$ cat config.mk
export PLATFORM = sky130hd
export DESIGN_NAME = pit_timer
export DESIGN_NICKNAME = d
export VERILOG_FILES = /design/src/rtl/pit_pkg.sv /design/src/rtl/pit_access.sv /design/src/rtl/pit_counter.sv /design/src/rtl/pit_timer.sv
export SDC_FILE = /design/constraint.sdc
export NUM_CORES = 1
export LEC_CHECK = 0
export ABC_AREA = 1
export BUFFER_PORTS_ARGS = -buffer_cell sky130_fd_sc_hd__buf_2
export CORE_MARGIN = 10
export CORE_UTILIZATION = 40
export DETAILED_ROUTE_END_ITERATION = 7
export GPL_TIMING_DRIVEN = 0
export PLACE_DENSITY = 0.61
export REMOVE_ABC_BUFFERS = 1
export SYNTH_ARGS = -nofsm -noshare
export SYNTH_HDL_FRONTEND = slang
export SYNTH_HIERARCHICAL = 1
export SYNTH_SLANG_ARGS = --single-unit
$ cat constraint.sdc
create_clock -name clk -period 3.54 [get_ports clk]
set_clock_uncertainty 0.05 [all_clocks]
set_input_delay 0.177 -clock clk [delete_from_list [all_inputs] [get_ports clk]]
set_output_delay 0.177 -clock clk [all_outputs]
set_load 0.1 [all_outputs]
$ cat src/rtl/pit_pkg.sv
package pit_pkg;

    typedef enum logic [1:0] {
        ACC_LATCH = 2'd0,
        ACC_LO    = 2'd1,
        ACC_HI    = 2'd2,
        ACC_BOTH  = 2'd3
    } acc_t;

    typedef enum logic [1:0] {
        MD_TC     = 2'd0,
        MD_RATE   = 2'd1,
        MD_SQUARE = 2'd2
    } mode_t;

    typedef enum logic [1:0] {
        RS_LIVE_LO = 2'd0,
        RS_LIVE_HI = 2'd1,
        RS_HOLD_LO = 2'd2,
        RS_HOLD_HI = 2'd3
    } rd_state_t;

    typedef enum logic {
        WS_LO = 1'b0,
        WS_HI = 1'b1
    } wr_state_t;

    typedef enum logic {
        CS_HALT = 1'b0,
        CS_RUN  = 1'b1
    } cnt_state_t;

    function automatic mode_t decode_mode(input logic [2:0] field);
        mode_t m;
        case (field)
            3'd2, 3'd6: m = MD_RATE;
            3'd3, 3'd7: m = MD_SQUARE;
            default:    m = MD_TC;
        endcase
        return m;
    endfunction

endpackage

$ cat src/rtl/pit_access.sv
module pit_access
    import pit_pkg::*;
#(
    parameter int DATA_W = 8
) (
    input  logic                  clk,
    input  logic                  rst_n,
    input  logic                  ctrl_wr,
    input  acc_t                  ctrl_acc,
    input  logic                  latch_cmd,
    input  logic                  data_wr,
    input  logic                  rd_req,
    input  logic [DATA_W-1:0]     wdata,
    input  logic [2*DATA_W-1:0]   live_cnt,
    output logic                  load,
    output logic [2*DATA_W-1:0]   load_val,
    output logic [DATA_W-1:0]     rd_byte
);
    localparam int CNT_W = 2 * DATA_W;

    acc_t               acc_q, acc_n;
    wr_state_t          ws_q, ws_n;
    rd_state_t          rs_q, rs_n;
    logic [DATA_W-1:0]  lo_q, lo_n;
    logic [CNT_W-1:0]   snap_q, snap_n;

    // state register
    always_ff @(posedge clk) begin
        if (!rst_n) begin
            acc_q  <= ACC_BOTH;
            ws_q   <= WS_LO;
            rs_q   <= RS_LIVE_LO;
            lo_q   <= '0;
            snap_q <= '0;
        end else begin
            acc_q  <= acc_n;
            ws_q   <= ws_n;
            rs_q   <= rs_n;
            lo_q   <= lo_n;
            snap_q <= snap_n;
        end
    end

    // next state: write pointer
    always_comb begin
        acc_n = acc_q;
        ws_n  = ws_q;
        lo_n  = lo_q;
        if (ctrl_wr) begin
            acc_n = ctrl_acc;
            ws_n  = WS_LO;
        end else if (data_wr && acc_q == ACC_BOTH) begin
            unique case (ws_q)
                WS_LO: begin
                    lo_n = wdata;
                    ws_n = WS_HI;
                end
                WS_HI: ws_n = WS_LO;
            endcase
        end
    end

    // next state: read pointer and snapshot
    always_comb begin
        rs_n   = rs_q;
        snap_n = snap_q;
        if (ctrl_wr) begin
            rs_n = RS_LIVE_LO;
        end else if (latch_cmd) begin
            unique case (rs_q)
                RS_LIVE_LO: begin rs_n = RS_HOLD_LO; snap_n = live_cnt; end
                RS_LIVE_HI: begin rs_n = RS_HOLD_HI; snap_n = live_cnt; end
                default:    rs_n = rs_q;
            endcase
        end else if (rd_req) begin
            if (acc_q == ACC_BOTH) begin
                unique case (rs_q)
                    RS_LIVE_LO: rs_n = RS_LIVE_HI;
                    RS_LIVE_HI: rs_n = RS_LIVE_LO;
                    RS_HOLD_LO: rs_n = RS_HOLD_HI;
                    RS_HOLD_HI: rs_n = RS_LIVE_LO;
                endcase
            end else begin
                unique case (rs_q)
                    RS_HOLD_LO, RS_HOLD_HI: rs_n = RS_LIVE_LO;
                    default:                rs_n = rs_q;
                endcase
            end
        end
    end

    // outputs: load strobe, load value, read byte
    always_comb begin
        logic [CNT_W-1:0] src;
        logic             pick_hi;
        load     = 1'b0;
        load_val = {lo_q, wdata};
        unique case (acc_q)
            ACC_LO: begin
                load     = data_wr;
                load_val = {{DATA_W{1'b0}}, wdata};
            end
            ACC_HI: begin
                load     = data_wr;
                load_val = {wdata, {DATA_W{1'b0}}};
            end
            ACC_BOTH: begin
                load     = data_wr && (ws_q == WS_HI);
                load_val = {wdata, lo_q};
            end
            default: load = 1'b0;
        endcase
        src     = (rs_q == RS_HOLD_LO || rs_q == RS_HOLD_HI) ? snap_q : live_cnt;
        pick_hi = (acc_q == ACC_HI) ||
                  (acc_q == ACC_BOTH && (rs_q == RS_LIVE_HI || rs_q == RS_HOLD_HI));
        rd_byte = pick_hi ? src[CNT_W-1:DATA_W] : src[DATA_W-1:0];
    end

endmodule

$ cat src/rtl/pit_counter.sv
module pit_counter
    import pit_pkg::*;
#(
    parameter int CNT_W = 16
) (
    input  logic             clk,
    input  logic             rst_n,
    input  logic             tick,
    input  logic             ctrl_wr,
    input  mode_t            ctrl_mode,
    input  logic             load,
    input  logic [CNT_W-1:0] load_val,
    output logic [CNT_W-1:0] count,
    output logic             cnt_out,
    output logic             irq
);
    localparam logic [CNT_W-1:0] HALF_MAX = {1'b1, {(CNT_W-1){1'b0}}};
    localparam logic [CNT_W-1:0] ONE      = {{(CNT_W-1){1'b0}}, 1'b1};
    localparam logic [CNT_W-1:0] TWO      = {{(CNT_W-2){1'b0}}, 2'b10};

    cnt_state_t        st_q, st_n;
    mode_t             mode_q, mode_n;
    logic [CNT_W-1:0]  cnt_q, cnt_n, per_q, per_n;
    logic              out_q, out_n, irq_q, irq_n;

    // length of one half of a square-wave period; 0 stands for the full range
    function automatic logic [CNT_W-1:0] half_len(input logic [CNT_W-1:0] n,
                                                  input logic upper);
        logic [CNT_W-1:0] h;
        if (n == '0)
            h = HALF_MAX;
        else if (upper)
            h = {1'b0, n[CNT_W-1:1]} + {{(CNT_W-1){1'b0}}, n[0]};
        else
            h = {1'b0, n[CNT_W-1:1]};
        if (h == '0)
            h = ONE;
        return h;
    endfunction

    // state register
    always_ff @(posedge clk) begin
        if (!rst_n) begin
            st_q   <= CS_HALT;
            mode_q <= MD_TC;
            cnt_q  <= '0;
            per_q  <= '0;
            out_q  <= 1'b0;
            irq_q  <= 1'b0;
        end else begin
            st_q   <= st_n;
            mode_q <= mode_n;
            cnt_q  <= cnt_n;
            per_q  <= per_n;
            out_q  <= out_n;
            irq_q  <= irq_n;
        end
    end

    // next state
    always_comb begin
        st_n   = st_q;
        mode_n = mode_q;
        cnt_n  = cnt_q;
        per_n  = per_q;
        out_n  = out_q;
        irq_n  = 1'b0;
        if (ctrl_wr) begin
            st_n   = CS_HALT;
            mode_n = ctrl_mode;
            out_n  = (ctrl_mode != MD_TC);
        end else if (load) begin
            st_n  = CS_RUN;
            per_n = load_val;
            out_n = (mode_q != MD_TC);
            cnt_n = (mode_q == MD_SQUARE) ? half_len(load_val, 1'b1) : load_val;
        end else if (st_q == CS_RUN && tick) begin
            unique case (mode_q)
                MD_RATE: begin
                    if (cnt_q == ONE) begin
                        cnt_n = per_q;
                        out_n = 1'b1;
                        irq_n = 1'b1;
                    end else begin
                        cnt_n = cnt_q - ONE;
                        if (cnt_q == TWO)
                            out_n = 1'b0;
                    end
                end
                MD_SQUARE: begin
                    if (cnt_q == ONE) begin
                        out_n = !out_q;
                        irq_n = !out_q;
                        cnt_n = half_len(per_q, !out_q);
                    end else begin
                        cnt_n = cnt_q - ONE;
                    end
                end
                default: begin
                    cnt_n = cnt_q - ONE;
                    if (cnt_q == ONE && !out_q) begin
                        out_n = 1'b1;
                        irq_n = 1'b1;
                    end
                end
            endcase
        end
    end

    // outputs
    always_comb begin
        count   = cnt_q;
        cnt_out = out_q;
        irq     = irq_q;
    end

endmodule

$ cat src/rtl/pit_timer.sv
module pit_timer
    import pit_pkg::*;
#(
    parameter int NUM_CH = 3,
    parameter int DATA_W = 8
) (
    input  logic                          clk,
    input  logic                          rst_n,
    input  logic                          tick,
    input  logic                          wr_en,
    input  logic                          rd_en,
    input  logic [$clog2(NUM_CH+1)-1:0]   addr,
    input  logic [DATA_W-1:0]             wdata,
    output logic [DATA_W-1:0]             rdata,
    output logic [NUM_CH-1:0]             cnt_out,
    output logic [NUM_CH-1:0]             irq
);
    localparam int ADDR_W = $clog2(NUM_CH + 1);
    localparam int CNT_W  = 2 * DATA_W;
    localparam logic [ADDR_W-1:0] CTRL_ADDR = ADDR_W'(NUM_CH);

    logic                          ctrl_hit;
    logic [1:0]                    sel_f;
    acc_t                          acc_f;
    mode_t                         mode_f;
    logic                          unused_bcd;
    logic [NUM_CH-1:0][DATA_W-1:0] rd_bytes;
    logic [DATA_W-1:0]             rd_mux;

    assign ctrl_hit   = wr_en && (addr == CTRL_ADDR);
    assign sel_f      = wdata[7:6];
    assign acc_f      = acc_t'(wdata[5:4]);
    assign mode_f     = decode_mode(wdata[3:1]);
    assign unused_bcd = wdata[0];

    for (genvar g = 0; g < NUM_CH; g++) begin : g_ch
        logic             ch_ctrl, ch_latch, ch_load;
        logic [CNT_W-1:0] ch_load_val, ch_count;

        assign ch_ctrl  = ctrl_hit && (sel_f == 2'(g)) && (acc_f != ACC_LATCH);
        assign ch_latch = ctrl_hit && (sel_f == 2'(g)) && (acc_f == ACC_LATCH);

        pit_access #(.DATA_W(DATA_W)) u_acc (
            .clk       (clk),
            .rst_n     (rst_n),
            .ctrl_wr   (ch_ctrl),
            .ctrl_acc  (acc_f),
            .latch_cmd (ch_latch),
            .data_wr   (wr_en && (addr == ADDR_W'(g))),
            .rd_req    (rd_en && (addr == ADDR_W'(g))),
            .wdata     (wdata),
            .live_cnt  (ch_count),
            .load      (ch_load),
            .load_val  (ch_load_val),
            .rd_byte   (rd_bytes[g])
        );

        pit_counter #(.CNT_W(CNT_W)) u_cnt (
            .clk       (clk),
            .rst_n     (rst_n),
            .tick      (tick),
            .ctrl_wr   (ch_ctrl),
            .ctrl_mode (mode_f),
            .load      (ch_load),
            .load_val  (ch_load_val),
            .count     (ch_count),
            .cnt_out   (cnt_out[g]),
            .irq       (irq[g])
        );
    end

    always_comb begin
        rd_mux = '0;
        for (int i = 0; i < NUM_CH; i++) begin
            if (addr == ADDR_W'(i))
                rd_mux = rd_bytes[i];
        end
    end

    always_ff @(posedge clk) begin
        if (!rst_n)
            rdata <= '0;
        else
            rdata <= rd_en ? rd_mux : '0;
    end

endmodule

# ---- Yosys cells after proc, flatten, opt, wreduce, memory -nomap -nowiden
# Cells that the tools add are included.
# W data, S select, Z words.
dict set report op_classes {
  n_addsub 9
  mul 0
  div 0
  order_cmp 0
  n_eq_ne 48
  shift 0
  n_mux 127
  bitwise 10
  reduce_logical 120
}
# operator n
set ops {}
lappend ops {{$mux W16} 54}
lappend ops {{$logic_not A16 Y1} 12}
lappend ops {{$pmux W16 S3} 3}
lappend ops {{$add A15 B1 Y16} 6}
lappend ops {{$pmux W16 S2} 3}
lappend ops {{$eq A16 B1 Y1 const B} 3}
lappend ops {{$eq A16 B2 Y1 const B} 3}
lappend ops {{$mux W8} 6}
lappend ops {{$sub A16 B1 Y16 const B} 3}
lappend ops {{$eq A2 B2 Y1 const B} 18}
lappend ops {{$reduce_or A2 Y1} 17}
lappend ops {{$logic_and A1 B1 Y1} 31}
lappend ops {{$mux W1} 30}
lappend ops {{$reduce_and A3 Y1} 9}
lappend ops {{$mux W2} 12}
lappend ops {{$pmux W1 S2} 12}
lappend ops {{$eq A2 B1 Y1 const B} 11}
lappend ops {{$reduce_bool A2 Y1} 11}
lappend ops {{$pmux W2 S3} 3}
lappend ops {{$reduce_bool A3 Y1} 6}
lappend ops {{$pmux W2 S2} 4}
lappend ops {{$ne A5 B3 Y1 const B} 3}
lappend ops {{$reduce_bool A5 Y1} 3}
lappend ops {{$reduce_and A2 Y1} 7}
lappend ops {{10 further kinds} 44}
dict set report word_totals {
  ff_bits 206
  latch_bits 0
  ram_bits 0
  rom_bits 0
  out_inout_bits 14
  elab_cells 348
  memories 0
}

# ---- Logic depth before layout (Yosys ltp)
# Gate-level depths: netlist (run 1).
dict set report logic_depth {
  depth_word 14
  mapped_depth 24
  depth_no_buf 22
}

# ---- Modules after synthesis
# The synthesis (run 1) kept the hierarchy.
# module n_inst cells_per_inst area_each_um2
set by_module_without_submodules {}
lappend by_module_without_submodules {{pit_counter (g_ch[1].u_cnt ...)} 2 611 3617.2}
lappend by_module_without_submodules {pit_access 3 242 1704.1}
lappend by_module_without_submodules {{pit_counter (g_ch[0].u_cnt)} 1 632 3813.7}
lappend by_module_without_submodules {pit_timer 1 92 560.5}

# ---- Least setup slack after synthesis (run 1)
# OpenSTA, ideal clock, no wires.
dict set report synth_path {
  path_type {reg-to-reg}
  startpoint {reg g_ch[1].u_acc.acc_q[1]}
  endpoint {reg g_ch[1].u_cnt.cnt_q[0]}
  setup_time_ps 109
  arrival_ps 2904
  required_time_ps 3381
  setup_slack_ps 477
  path_stages_with_launch 25
  n_path_buf 2
  path_cell_list {dfxtp_1 -> inv_1 -> ha_1 -> buf_2 -> inv_1 -> buf_2 -> nand3_1 -> o21ai_0 -> ha_1 -> ha_1 -> nand2_1 -> nor2_2 -> nand2_1 -> nor2_1 -> nand2_1 -> o21ai_1 -> nand2_1 -> nand2_1 -> nor2_1 -> nand3_1 -> nand2_1 -> nand2_1 -> nand3_1 -> nand2_1 -> inv_1}
}
dict set report synth_between {
  elab_chain_cells 10
}
# item line_no
set synth_lines {}
lappend synth_lines {{start: declaration} pit_access.sv:21} ;# acc_t acc_q, acc_n;
lappend synth_lines {{start signal: assignment} pit_access.sv:36} ;# acc_q <= acc_n;
lappend synth_lines {{$eq A2 B2 Y1 / $eq A2 B1 Y1 (equally long branches)} pit_access.sv:98} ;# unique case (acc_q)
lappend synth_lines {{$pmux W16 S3 (*)} pit_access.sv:98}
lappend synth_lines {{named net g_ch[1].ch_load_val[1]} pit_timer.sv:38} ;# logic [CNT_W-1:0] ch_load_val, ch_count;
lappend synth_lines {{$add A15 B1 Y16 / $logic_not A16 Y1 (equally long branches)} {pit_counter.sv:33, pit_counter.sv:30}}
lappend synth_lines {{$mux W16 (*)} pit_counter.sv:30} ;# if (n == '0)
lappend synth_lines {{$mux W16 (*)} pit_counter.sv:72} ;# end else if (load) begin
lappend synth_lines {{$mux W16 (*)} pit_counter.sv:68} ;# if (ctrl_wr) begin
lappend synth_lines {{$logic_not A16 Y1} pit_counter.sv:36} ;# if (h == '0)
lappend synth_lines {{$mux W16 (*)} pit_counter.sv:36}
lappend synth_lines {{$mux W16 (*)} pit_counter.sv:76} ;# cnt_n = (mode_q == MD_SQUARE) ? half_len(load_val, 1'b1) : load_val;
lappend synth_lines {{$mux W16 (*)} pit_counter.sv:72}
lappend synth_lines {{end signal: assignment} pit_counter.sv:53} ;# cnt_q <= cnt_n;
lappend synth_lines {{end: declaration} pit_counter.sv:23} ;# logic [CNT_W-1:0] cnt_q, cnt_n, per_q, per_n;
# The timed path passes the listed nets; every way through them passes the cells marked *. The select of a mux whose other input is x is not followed.
# A chain may end at the register's enable or synchronous reset.

# ---- Worst setup path in the final report (run 1)
dict set report layout_path {
  startpoint {reg g_ch[2].u_acc.acc_q[0]}
  endpoint {reg g_ch[2].u_cnt.cnt_q[0]}
}
dict set report layout_between {
  elab_chain_cells 10
}
# item line_no
set layout_lines {}
lappend layout_lines {{start: declaration} pit_access.sv:21}
lappend layout_lines {{start signal: assignment} pit_access.sv:36}
lappend layout_lines {{$eq A2 B2 Y1 / $eq A2 B1 Y1 (equally long branches)} pit_access.sv:98}
lappend layout_lines {{$pmux W16 S3 (*)} pit_access.sv:98}
lappend layout_lines {{named net g_ch[2].ch_load_val[1]} pit_timer.sv:38}
lappend layout_lines {{$add A15 B1 Y16 / $logic_not A16 Y1 (equally long branches)} {pit_counter.sv:33, pit_counter.sv:30}}
lappend layout_lines {{$mux W16 (*)} pit_counter.sv:30}
lappend layout_lines {{$mux W16 (*)} pit_counter.sv:72}
lappend layout_lines {{$mux W16 (*)} pit_counter.sv:68}
lappend layout_lines {{$logic_not A16 Y1} pit_counter.sv:36}
lappend layout_lines {{$mux W16 (*)} pit_counter.sv:36}
lappend layout_lines {{$mux W16 (*)} pit_counter.sv:76}
lappend layout_lines {{$mux W16 (*)} pit_counter.sv:72}
lappend layout_lines {{end signal: assignment} pit_counter.sv:53}
lappend layout_lines {{end: declaration} pit_counter.sv:23}
# Marked as above.

==> key figures, run 1 <==
Worst setup path
  • Worst EP required: about 4.0 ns
  • Crit path kind: register to register
  • Slowest cell on crit path: dfxtp_1
  • Worst path most repeated cell: nand2_1
  • Crit path cell chain: inv_1 > ha_4 > clkinvlp_4 > nand3_1 > o21ai_2 > ha_2 > ha_1 > nand2_1 > nor2_2 > nand2_1 > nor2_2 > nand2_1 > o21ai_1 > nand2_1 > nand2_1 > nor2_1 > nand3_1 > nand2_1 > nand2_1 > nand3_1 > nand2_1 > inv_1
  • Crit end category: register
  • Crit Path Max Fanout: 7
  • Worst EP arrival: roughly 3.7 ns
  • Slowest stage delay, CP: 0.40 ns
  • CP startpoint kind: register

Finish
  • Layout cells sized above 1: 0.109
  • Final Net Count: 2702
  • Ant. Diodes: 0
  • Area grow syn2layout: 8.23%

Logic synthesis
  • Share of flip-flops with an asynchronous set or reset: 0
  • Post-synthesis cell area: between 15000 and 20000 um2
  • Main flop type after synthesis: dfxtp_1
  • Synth warnings: 6
  • Syn Inst Count: approximately 2700
  • Register area share after synthesis: 0.247
  • Netlist cell types: 55
  • Number of synthesized register bits: 206
  • Post-synth EDFFs: 0
  • Avg Inst Size Synth: 6.26 um2

CTS
  • Clk buf depth: 3
  • Clock-pin slew on the worst setup and hold paths: 0.06 ns
  • Clock Latency Late Sink: 0.57 ns
  • Clock Root Buffer: clkbuf_16
  • Clock buffer count from CTS: 27
  • Clock sinks: 206
  • CTS H-tree depth: 1
  • Clock tree from TritonCTS: yes

Die
  • Die area: ~50000 um2
  • Die Ht: between 200 and 250 um
  • DIE WIDTH: about 220 um
  • Core Rows: 74
  • I/O pins: 29
  • Starting density of the core: 0.407
  • Core area: 41100 um2

STA
  • Final period util: 0.937
  • Final Hold Viols: 0
  • Minimum clock period: 3.32 ns
  • Least-Margin Pin Slew: 1.25 ns
  • Final WS setup: between 0.2 and 0.25 ns
  • Final setup viols: 0
  • Max-Slew Margin vs Limit: 0.166
  • Max Freq: 301 MHz
  • Max Transition Viols Final: 0

Placed design
  • Pre-CTS setup slack: -1.52 ns
  • Number of port buffers: 28
  • HPWL Detailed: 40600 um
  • Final RePlAce weighted congestion: 0.926

Run
  • Maxcap violations: 0

Drt
  • Initial DRC count: around 2000
  • Wire per inst: between 15 and 20 um
  • Final wirelength: 54800 um
  • Initial DRT Pass Iterations: 6
  • Vias: 17700
  • Routed Antenna Nets: 0
  • Vias/cell: 5.54
  • DR DRC count: 0

Power and ir drop
  • Tot Pwr: ~6.5 mW
  • Static leakage: 7.80 nW
  • Worst IR drop on VDD: 0.333 mV
  • PwrDens: between 300 and 400 nW/um2

Global routing
  • Global-route wire length before repair: just under 90000 um
  • Initial antenna violation count: 1
  • Number of global-route vias before repair: ~16000
  • Total track usage: 0.210
  • Pin count of the biggest net entering global routing: 80
  • Congestion Overflow GR: 0

Run status
  • Status: finished, final reports clean

Hold path
  • Worst hold path type: input pin to register
## layout make-up
cell class	count	area, um2
Multi-Input combinational cell	2072	10900
Timing Repair inverter	2	10.0
Inverter	281	1090
Timing Repair Buffer	46	325
Clock inverter	15	236
Tap cell	532	666
Fill cell	4432	23000
Sequential cell	206	4130
Clock buffer	34	732
## flip-flops by register name, summed over array words and instances, names as in the netlist
signal,flops
g_ch.u_acc/snap_q,48
g_ch.u_cnt/count,48
g_ch.u_cnt/per_q,48
g_ch.u_acc/lo_q,24
rdata,8
g_ch.u_acc/acc_q,6
g_ch.u_acc/rs_q,6
g_ch.u_cnt/mode_q,6
g_ch.u_acc/ws_q,3
g_ch.u_cnt/cnt_out,3
g_ch.u_cnt/irq,3
g_ch.u_cnt/st_q,3
## logic make-up after synthesis
logic type / share of synthesized area
simple gates: 0.345
flops: 0.247
buf+inv: 0.107
compound gates: 0.225
xor+xnor: 0.0382
fa+ha+maj: 0.0382
## path summary, 6_finish.rpt
path,start,to,slack (ns),depth (start not counted)
worst max-delay path,g_ch[2].u_acc/acc_q[0]$_SDFFE_PN1P_,g_ch[2].u_cnt/count[0]$_SDFFE_PN0P_,0.22,22
worst max register to register,g_ch[2].u_acc/acc_q[0]$_SDFFE_PN1P_,g_ch[2].u_cnt/count[0]$_SDFFE_PN0P_,0.22,22
worst min register to register,g_ch[2].u_acc/snap_q[15]$_SDFFE_PN0P_,g_ch[2].u_acc/snap_q[15]$_SDFFE_PN0P_,0.43,2
worst min-delay path,wdata[7],g_ch[1].u_acc/lo_q[7]$_SDFFE_PN0P_,0.03,3
## layout by cell type (no fill, tap or decap), types with 43 or more instances in the layout
cell type and count:
ha_1 43, dfxtp_1 203, o21ai_0 298, inv_1 242, nor2_1 319, nand2_1 517, nand4_1 47, nor2_2 56
a21oi_1 191, nand3_1 203, o211ai_1 65, xor2_1 61, o21ai_1 43
## critical path, delay by kind of cell, from the launching register on
family          cells  cell delay, ns
flops               1            0.40
simple gates       14            1.43
fa+ha+maj           3            0.73
buf+inv             3            0.30
compound gates      2            0.29
## power by group
group | leakage, nW | total, mW | switching (mW) | internal, mW
Sequential | 1.66 | 2.44 | 0.0734 | 2.37
Clock | 0.461 | 3.00 | 1.16 | 1.84
Combinational | 5.68 | 1.04 | 0.702 | 0.340
Total | 7.80 | 6.48 | 1.93 | 4.55
## stage by stage
stage          cell area, um2  hold WS, ns   TNS, ns  cells  utilization
2_1_floorplan           16000        0.248    -0.626   2559            -
3_3_place_gp            16800        0.409   -101.95   3119        0.409
3_5_place_dp            16900        0.421    -62.86   3122        0.411
4_1_cts                 18000      0.00281         0   3180        0.438
5_1_grt                 18100       0.0303  -0.00657   3188        0.440
6_report                18100       0.0289         0   3188        0.440
## synthesized netlist by cell type (7+ instances only)
library cell  number  area (um2)
nor2_1           326        1220
nor2_2            51         319
o22ai_1            7        43.8
nand4_1           47         294
xnor2_1           12         105
o21ai_1           34         170
buf_4             12        90.1
o21ai_0          309        1550
ha_1              51         638
buf_2             20         100
o211ai_1          65         488
a21oi_1          191         956
nor3_1            34         170
dfxtp_1          206        4120
or2_1             12        75.1
nand2_1          517        1940
inv_4              8        50.1
nand3_1          203        1020
or2_2             38         238
clkbuf_1          52         195
buf_6             21         236
inv_1            251         942
o31ai_1           19         143
nand2_2           11        68.8
inv_2             19        71.3
xor2_1            61         534
a21oi_2            7        61.3
## routing by layer
metal / share of wire / vias up / GRT usage
met5: 0.00024 / - / 0
met4: 0.024 / 2 / 0.0531
met3: 0.058 / 88 / 0.0258
met2: 0.45 / 573 / 0.336
met1: 0.47 / 8181 / 0.293
li1: - / 8830 / -
## what timing repair did
item                       in CTS  in global routing
setup endpoints to repair     100                 21
hold endpoints to repair       12                  0
pin swaps                       3                  3
gates resized for setup        32                 14
setup buffers                   2                  8
hold buffers                    5                  0
cloned                          2                  0
No activity file was read; power rests on OpenSTA's default activity.
==> run 2, diff against run 1 <==
--- a/config.mk
+++ b/config.mk
@@ -11,7 +11,7 @@
 export CORE_UTILIZATION = 40
 export DETAILED_ROUTE_END_ITERATION = 7
 export GPL_TIMING_DRIVEN = 0
-export PLACE_DENSITY = 0.61
+export PLACE_DENSITY_LB_ADDON = 0.3
 export REMOVE_ABC_BUFFERS = 1
 export SYNTH_ARGS = -nofsm -noshare
 export SYNTH_HDL_FRONTEND = slang
==> key figures, run 2 (same netlist as run 1, synthesis figures left out) <==
STA
  • Max Transition Viols Final: 0 (unchanged)
  • Final setup viols: 0 (unchanged)
  • Minimum clock period: 3.35 ns (+0.0296 ns)
  • Max Freq: 299 MHz (-0.88%)
  • Aggregate negative setup slack: 0 ns (unchanged)
  • Final Hold Viols: 0 (unchanged)
  • RSZ-0062 raised after global routing: false
  • Least-Margin Pin Slew: 1.18 ns (-0.0646 ns)
  • Final period util: 0.945 (+0.00835)
  • Max-Slew Margin vs Limit: 0.209 (+0.0432)
  • Hold Slack: 0.0278 ns (-0.00112 ns)

Power and ir drop
  • Static leakage: 7.75 nW (-0.69%)
  • Logic gate share of total power: 0.170 (+0.009)
  • Worst IR drop on VDD: 0.321 mV (-3.5%)
  • Sw frac: 0.301 (+0.00276)
  • Seq pwr share: 0.398 (+0.021)
  • PwrDens: 341 nW/um2 (-4.8%)
  • Net Sw Power: 1.85 mW (-4.4%)
  • Int Pwr: 4.30 mW (-5.6%)
  • Clk network pwr share: 0.432 (-0.030)

Worst setup path
  • CP startpoint kind: register
  • Worst EP required: 3.95 ns (about the same)
  • Crit Path Max Fanout: 10 (+3)
  • Crit path kind: register to register
  • Crit end category: register
  • Worst EP arrival: 3.76 ns (+0.03 ns)

Drt
  • Wire per inst: 16.9 um (-1.7%)
  • Vias/cell: 5.62 (+1.4%)
  • Initial DRC count: 1705 (-13%)
  • Initial DRT Pass Iterations: 6 (unchanged)
  • DR DRC count: 0 (unchanged)
  • Routed Antenna Nets: 0 (unchanged)
  • Vias: 17900 (+1.4%)
  • Final wirelength: 53800 um (-1.8%)

Finish
  • Post-Layout Inst Area: 18000 um2 (-0.50%)
  • Most frequent cells in the layout: nand2_1, nor2_1, o21ai_0
  • Final Net Count: 2702 (unchanged)
  • Commonest non-fill, non-tap cell in the layout: nand2_1
  • Layout Utilization: 0.438 (-0.00219)
  • Layout cells sized above 1: 0.107 (-0.00180)
  • Ant. Diodes: 0 (unchanged)
  • Area grow syn2layout: 7.69%

CTS
  • Clock sinks: 206 (unchanged)
  • Clock Latency Late Sink: 0.56 ns (about the same)
  • Clk buf depth: 3 (unchanged)
  • Clock Root Buffer: clkbuf_16
  • Clock tree from TritonCTS: yes
  • CTS H-tree depth: 1 (unchanged)
  • Clock-pin slew on the worst setup and hold paths: 0.06 ns (about the same)
  • Clock buffer count from CTS: 25 (-7.4%)

Placed design
  • HPWL Detailed: 39300 um (-3.1%)
  • Number of port buffers: 28 (unchanged)
  • Final RePlAce weighted congestion: 0.941 (+1.7%)
  • Post-DP Area: 16800 um2 (-0.19%)

Die
  • Starting density of the core: 0.407 (unchanged)
  • Core area: 41100 um2 (unchanged)
  • DIE WIDTH: 224 um (unchanged)
  • Core Rows: 74 (unchanged)
  • I/O pins: 29 (unchanged)
  • Die area: 50400 um2 (unchanged)
  • Die Ht: 224 um (unchanged)

Run
  • Maxcap violations: 0 (unchanged)

Global routing
  • Congestion Overflow GR: 0 (unchanged)
  • Initial antenna violation count: 0 (-1)
  • Total track usage: 0.206 (-0.00357)
  • Number of global-route vias before repair: 16500 (+2.1%)
  • Pin count of the biggest net entering global routing: 81 (+1.3%)
  • Global-route wire length before repair: 86500 um (-1.2%)

Run status
  • Status: finished, final reports clean

Hold path
  • Worst hold path type: input pin to register
-- run 2: power by group through the flow --
stage	sequential, mW	clock [mW]	combinational [mW]
floorplan	2.48	0	0.716
global placement	2.49	0	0.991
detailed placement	2.49	0	1.00
CTS	2.44	2.70	1.02
global route	2.45	2.80	1.17
finish	2.44	2.65	1.05
-- run 2: worst max-delay path, cell delays in order, from the launching register on --
cell and delay, ns:
dfxtp_2 0.36, inv_2 0.18, ha_4 0.24, nor2_1 0.12
o21ai_0 0.83, inv_1 0.26, nor2_2 0.24, nand2_1 0.12
o21ai_1 0.20, nand2_1 0.13, nand2_1 0.09, nor2_1 0.04
nand3_1 0.07, nand2_1 0.05, nand2_1 0.08, nand3_1 0.08
nand2_1 0.07, inv_1 0.04
-- run 2: repair_timing --
action / 4_1_cts / 5_1_grt
hold buffers: 6 / 0
setup buffers: 5 / 8
cloned: 2 / 0
endpoints found under the hold margin: 14 / 0
resized for setup: 33 / 17
endpoints found under the setup margin: 100 / 34
pin swaps: 2 / 3
-- run 2: final timing paths --
| path | slack (ns) | start | cells after the start | endpoint |
|---|---|---|---|---|
| worst max-delay path | 0.19 | g_ch[1].u_acc/acc_q[1]$_SDFFE_PN1P_ | 17 | g_ch[1].u_cnt/count[0]$_SDFFE_PN0P_ |
| worst min register to register | 0.43 | g_ch[2].u_acc/snap_q[15]$_SDFFE_PN0P_ | 2 | g_ch[2].u_acc/snap_q[15]$_SDFFE_PN0P_ |
| worst min-delay path | 0.03 | wdata[2] | 3 | g_ch[0].u_acc/lo_q[2]$_SDFFE_PN0P_ |
| worst max register to register | 0.19 | g_ch[1].u_acc/acc_q[1]$_SDFFE_PN1P_ | 17 | g_ch[1].u_cnt/count[0]$_SDFFE_PN0P_ |
-- run 2: cell type report --
cell class                      instances  area (um2)
Multi-Input combinational cell       2072       10900
Sequential cell                       206        4130
Tap cell                              532         666
Timing Repair inverter                  2        10.0
Inverter                              281        1090
Clock buffer                           39         738
Timing Repair Buffer                   48         328
Clock inverter                          6         105
Fill cell                            4428       23100
-- run 2: per-layer routing --
layer,routed length (um),share of wire,global-route usage,vias to the layer above
met5,0,0,0,-
li1,-,-,-,8812
met1,25100,0.47,0.288,8387
met4,1140,0.021,0.0515,0
met3,3990,0.074,0.0328,78
met2,23600,0.44,0.325,639
-- run 2: per-stage QoR --
step,power (mW),std cells,setup WS (ns)
2_1_floorplan,3.20,2559,-0.0391
3_3_place_gp,3.48,3119,-1.47
3_5_place_dp,3.49,3120,-1.72
4_1_cts,6.17,3178,0.0161
5_1_grt,6.42,3186,0.0134
6_report,6.14,3186,0.193
